**config.mk**
```make
export PLATFORM = sky130hd
export DESIGN_NAME = bus_own_ctrl
export DESIGN_NICKNAME = d
export VERILOG_FILES = /design/src/rtl/bus_own_pkg.sv /design/src/rtl/bus_own_nsl.sv /design/src/rtl/bus_own_regs.sv /design/src/rtl/bus_own_ctrl.sv
export SDC_FILE = /design/constraint.sdc
export NUM_CORES = 1
export LEC_CHECK = 0
export CAP_MARGIN = 40
export CORE_AREA = 2 2 39 41
export CTS_CLUSTER_DIAMETER = 100
export DETAILED_ROUTE_END_ITERATION = 10
export DIE_AREA = 0 0 41 43
export PLACE_DENSITY_LB_ADDON = 0.08
export RECOVER_POWER = 25
export SLEW_MARGIN = 40
export SYNTH_ARGS = -nofsm -noshare
export SYNTH_HDL_FRONTEND = slang
export SYNTH_HIERARCHICAL = 1
export SYNTH_SLANG_ARGS = --single-unit
```
**constraint.sdc**
```tcl
create_clock -name clk -period 1.4 [get_ports clk]
set_input_delay 0.14 -clock clk [delete_from_list [all_inputs] [get_ports clk]]
set_output_delay 0.14 -clock clk [all_outputs]
set_load 0.005 [all_outputs]
```
**src/rtl/bus_own_pkg.sv**
```systemverilog
package bus_own_pkg;

  typedef enum logic [1:0] {
    ST_IDLE = 2'd0,
    ST_BUSY = 2'd1,
    ST_HELD = 2'd2,
    ST_BOFF = 2'd3
  } own_st_e;

  typedef struct packed {
    logic flt;
    logic hlda;
    logic breq;
    logic start;
    logic abort;
  } own_out_t;

endpackage

```
**src/rtl/bus_own_nsl.sv**
```systemverilog
module bus_own_nsl
  import bus_own_pkg::*;
(
  input  own_st_e st,
  input  logic    pend,
  input  logic    req,
  input  logic    rdy_n,
  input  logic    hold,
  input  logic    boff_n,
  output own_st_e st_nx,
  output logic    pend_nx,
  output logic    start_nx,
  output logic    abort_nx
);

  always_comb begin
    st_nx    = st;
    pend_nx  = pend;
    start_nx = 1'b0;
    abort_nx = 1'b0;
    if (!boff_n) begin
      st_nx = ST_BOFF;
      if (st == ST_BUSY) begin
        pend_nx  = 1'b1;
        abort_nx = 1'b1;
      end
    end else begin
      unique case (st)
        ST_IDLE: begin
          if (hold) begin
            st_nx = ST_HELD;
          end else if (req) begin
            st_nx    = ST_BUSY;
            start_nx = 1'b1;
          end
        end
        ST_BUSY: begin
          if (!rdy_n) st_nx = hold ? ST_HELD : ST_IDLE;
        end
        ST_HELD: begin
          if (!hold) st_nx = ST_IDLE;
        end
        ST_BOFF: begin
          if (pend) begin
            st_nx    = ST_BUSY;
            start_nx = 1'b1;
            pend_nx  = 1'b0;
          end else if (hold) begin
            st_nx = ST_HELD;
          end else begin
            st_nx = ST_IDLE;
          end
        end
        default: st_nx = ST_IDLE;
      endcase
    end
  end

endmodule

```
**src/rtl/bus_own_regs.sv**
```systemverilog
module bus_own_regs
  import bus_own_pkg::*;
(
  input  logic     clk,
  input  logic     rst,
  input  own_st_e  st_nx,
  input  logic     pend_nx,
  input  logic     start_nx,
  input  logic     abort_nx,
  input  logic     req,
  output own_st_e  st,
  output logic     pend,
  output own_out_t outs
);

  logic flt_nx;
  assign flt_nx = (st_nx == ST_HELD) || (st_nx == ST_BOFF);

  always_ff @(posedge clk) begin
    if (rst) begin
      st   <= ST_IDLE;
      pend <= 1'b0;
      outs <= '0;
    end else begin
      st         <= st_nx;
      pend       <= pend_nx;
      outs.flt   <= flt_nx;
      outs.hlda  <= (st_nx == ST_HELD);
      outs.breq  <= flt_nx && (req || pend_nx);
      outs.start <= start_nx;
      outs.abort <= abort_nx;
    end
  end

  // Replay flag only lives while backed off
  AST_PEND_ONLY_BOFF: assert property (@(posedge clk) disable iff (rst)
    pend |-> (st == ST_BOFF)) else $error("pending replay outside backoff");

endmodule

```
**src/rtl/bus_own_ctrl.sv**
```systemverilog
module bus_own_ctrl
  import bus_own_pkg::*;
(
  input  logic clk,
  input  logic rst,
  input  logic cyc_req_i,
  input  logic rdy_n_i,
  input  logic hold_i,
  input  logic boff_n_i,
  output logic breq_o,
  output logic hlda_o,
  output logic float_o,
  output logic start_o,
  output logic abort_o
);

  own_st_e  st, st_nx;
  logic     pend, pend_nx, start_nx, abort_nx;
  own_out_t outs;

  bus_own_nsl u_nsl (
    .st       (st),
    .pend     (pend),
    .req      (cyc_req_i),
    .rdy_n    (rdy_n_i),
    .hold     (hold_i),
    .boff_n   (boff_n_i),
    .st_nx    (st_nx),
    .pend_nx  (pend_nx),
    .start_nx (start_nx),
    .abort_nx (abort_nx)
  );

  bus_own_regs u_regs (
    .clk      (clk),
    .rst      (rst),
    .st_nx    (st_nx),
    .pend_nx  (pend_nx),
    .start_nx (start_nx),
    .abort_nx (abort_nx),
    .req      (cyc_req_i),
    .st       (st),
    .pend     (pend),
    .outs     (outs)
  );

  assign float_o = outs.flt;
  assign hlda_o  = outs.hlda;
  assign breq_o  = outs.breq;
  assign start_o = outs.start;
  assign abort_o = outs.abort;

  AST_HLDA_FLOATS: assert property (@(posedge clk) disable iff (rst)
    hlda_o |-> float_o) else $error("acknowledge without float");

  AST_BOFF_FLOAT: assert property (@(posedge clk) disable iff (rst)
    !boff_n_i |=> (float_o && !hlda_o)) else $error("backoff not honoured");

  AST_ABORT_ONE: assert property (@(posedge clk) disable iff (rst)
    abort_o |=> !abort_o) else $error("abort longer than one clock");

  AST_HOLD_RELEASE: assert property (@(posedge clk) disable iff (rst)
    (hlda_o && !hold_i && boff_n_i) |=> (!hlda_o && !float_o)) else $error("hold release late");

  AST_START_DRIVEN: assert property (@(posedge clk) disable iff (rst)
    start_o |-> (!float_o && !breq_o)) else $error("start while floated");

  AST_NO_DOUBLE_START: assert property (@(posedge clk) disable iff (rst)
    start_o |=> !start_o) else $error("back-to-back start");

  AST_NO_ACK_MIDCYCLE: assert property (@(posedge clk) disable iff (rst)
    (st == ST_BUSY && rdy_n_i && boff_n_i) |=> !hlda_o) else $error("hold acknowledged mid-cycle");

endmodule

```
==> metrics.md, run 1 <==
| Metric | Value |
|---|---|
| Tmin final | 1.34 ns |
| MaxCap Viol Count | 0 |
| Count of different cell masters after synthesis | 19 |
| Reg2Reg Depth | 6 |
| Share of post-route cells with drive strength above 1 | 45.3% |
| Syn Area/Cell | 9.87 um^2 |
| Register area share after synthesis | 36.9% |
| Initial antenna violation count | 0 |
| Area Overhead vs Synth | 54.5% |
| Hold crit path type | in2reg |
| Starting DRT DRC Count | 5 |
| Final period util | approximately 96% |
| CTS tree | yes |
| Simple-gate share of the synthesized area | 18.4% |
| WL final | about 860 um |
| Max Slew Vio Count | 0 |
| Vias/cell | 4.60 |
| Worst R2R Start | u_regs/st[0] |
| Flop-to-flop setup slack | between 0.05 and 0.06 ns |
| Synth warnings | 6 |
| Die X | 41 um |
| H-Tree Depth | 1 |
| Crit path max-delay cell type | dfxtp_4 |
| Final setup viols | 0 |
| Worst-path clk slew | 0.05 ns |
| GPL Wtd Cong | 0.850 |
| Mapped Cells | 44 |
| Crit-path cells | buf_4 -> ha_2 -> a221oi_2 -> o21ai_2 -> nand2b_4 -> nor2_2 |
| Post-Synthesis Cell Area | 434 um^2 |
| Final hold vios | 0 |
| DPL Wire Length | 724 um |
| Status | completed |
| Post-Place Cells | 75 |
| Post-synth top area share | a little under two fifths |
| Clock sink count | 8 |
| WP buf/inv | 1 |
| Worst-margin pin slew | 0.215 ns |
| Post-route clock skew | around 0.0023 ns |
| Clock Root Buffer | clkbuf_4 |
| Pin count of the biggest net entering global routing | 6 |
| Hold path cells | 3 |
| Crit Path Max Fanout | 4 |
| Hold slack | 0.590 ns |
| Synth Area in XOR/XNOR | 0% |
| Critical Path End Type | flop |
| Overflow after GRT | 0 |
| Wirelength per Cell | 10.7 um |
| VDD IR max | 0.231 mV |
| Worst Path Arrival | 1.48 ns |
| Startpoint types | flop |
| Pwr Density | 854 nW/um^2 |
| Mux cell area share after synthesis | 0% |
| Post-CTS Hold Fix Bufs | 0 |
| Core ar. | 1380 um^2 |
| Synth Area in Adders | 17.3% |
| Syn nets | 56 |
| RSZ-0062 raised after global routing | no |
| Vias in the first global route | 380 |
| Critical Path RT | 1.54 ns |
| Buffers on Ports | 10 |
| Largest stage delay on the critical path | ~0.36 ns |
| Layout Cells excl Fill | 80 |
| Synth Register Bits | 8 |
| Die Y | 43 um |
| Pre-antenna DRT Iters | 4 |
| Tot GR Track Use | 11.7% |
| DR DRC count | 0 |
| Ant diodes | 0 |
| First-pass GRT wire length | 1370 um |
| Synth Area in Compound Gates | 20.5% |
| Synth top area cells | dfxtp_1, ha_1, and2b_2 |
| Rel. slew slack | 85.7% |
| Pleak | 0.000294 uW |
| Initial Util | 31.4% |
| Die area | 1760 um^2 |
| HP Start | cyc_req_i |
| RR Endpoint | u_regs/outs[2] |
| Longest Clk Path Bufs | 2 |
| CP top delay family | compound AO/OA/AOI/OAI gates |
| Main combinational cell family by area after synthesis | compound AO/OA/AOI/OAI gates |
| TritonCTS buffer count | 3 |
| Max frequency | 0.745 GHz |
| Worst Hold Path EP | u_regs/outs[2] |
| Via count | between 300 and 400 |
| Clock latency on the worst-skew pair | 0.24 ns |
| Area leader, netlist | dfxtp_1 |
| Final nets | between 70 and 80 |
| Critical path class | reg2reg |
| I/O Pins | 11 |
| Antenna-violating nets left | 0 |
| Rows | 14 |
state kept, by name, indices dropped and copies added (netlist names):
register     flops
u_regs/st        2
u_regs/outs      5
u_regs/pend      1
worst reg2reg max path: stages, from the launching register on:
cell and delay (ns):
dfxtp_4 0.36, buf_4 0.15, ha_2 0.21, a221oi_2 0.29
o21ai_2 0.10, nand2b_4 0.09, nor2_2 0.04
layout make-up:
class,count,area (um^2)
Timing Repair Buffer,17,153
Fill cell,125,713
Multi-Input combinational cell,28,275
Clock buffer,3,22.5
Sequential cell,8,168
Tap cell,16,20.0
Inverter,8,32.5
power breakdown:
| part | switching, uW | leakage (uW) | internal [uW] |
|---|---|---|---|
| registers | 13.6 | 0.0000671 | 244 |
| logic | 64.0 | 0.000213 | 87.2 |
| clock network | 66.4 | 0.0000138 | 97.3 |
kinds of logic (layout without fill, tap and decap cells):
group | after synthesis | count (layout)
compound gates | 11 | 11
simple gates | 11 | 11
flops | 8 | 8
buf+inv | 8 | 28
fa+ha+maj | 6 | 6
worst max path at each step:
stage	from	depth (start not counted)	slack (ns)	endpoint
2_1_floorplan	u_regs/st[0]	6	0.02	u_regs/st[0]
3_3_place_gp	u_regs/st[1]	6	-0.04	u_regs/st[0]
3_5_place_dp	u_regs/st[1]	6	-0.07	u_regs/st[0]
4_1_cts	u_regs/st[1]	6	0.004	u_regs/st[0]
5_1_grt	u_regs/st[0]	6	0.01	u_regs/outs[4]
6_report	u_regs/st[0]	6	0.06	u_regs/outs[2]
Yosys cell counts:
library cell  count
a221oi_2          1
a22o_1            1
a22oi_1           2
a31oi_1           1
a32oi_1           1
and2b_2           4
dfxtp_1           8
ha_1              6
inv_1             7
inv_2             1
nand2b_4          1
nor2_1            3
nor2_2            1
nor2b_1           1
nor3b_1           1
o211ai_1          2
o21ai_1           1
o22ai_1           1
o31a_1            1
cell usage in the layout (no fill, tap or decap), drive strengths merged, types with 2 or more instances in the layout:
master	Yosys	layout
dfxtp	8	8
buf	0	7
and2b	4	4
nor2	4	4
a22oi	2	2
dlygate4sd3	0	2
clkbuf	0	3
o211ai	2	2
inv	8	8
ha	6	6
clkdlybuf4s50	0	8
metal layers:
layer | up-vias | GRT usage [%] | wire (um)
met5 | - | 0 | 0
met3 | 0 | 2.62 | 34
met2 | 10 | 20.3 | 479
li1 | 192 | - | -
met1 | 166 | 10.3 | 341
met4 | 0 | 9.33 | 0
metrics by stage:
stage | setup slack [ns] | total power, uW | util, % | setup TNS (ns) | instance area (um^2)
floorplan | 0.0217 | 328 | - | 0 | 435
global placement | -0.0426 | 396 | 42.9 | -0.0900 | 593
detailed placement | -0.0674 | 397 | 42.9 | -0.197 | 593
CTS | 0.00387 | 579 | 47.4 | 0 | 656
global route | 0.0114 | 608 | 48.5 | 0 | 671
finish | 0.0574 | 573 | 48.5 | 0 | 671
what timing repair did:
item / CTS / global route
gates resized for setup: 9 / 5
pin swaps: 2 / 5
buffers inserted: 2 / 0
setup endpoints to repair: 6 / 5
(Power assumes the default switching activity.)
==> inputs of run 2 (changes only) <==
GPL_ROUTABILITY_DRIVEN = 0   (was default)
==> results of run 2 <==
Final layout, timing and power as in run 1 (identical DEF).
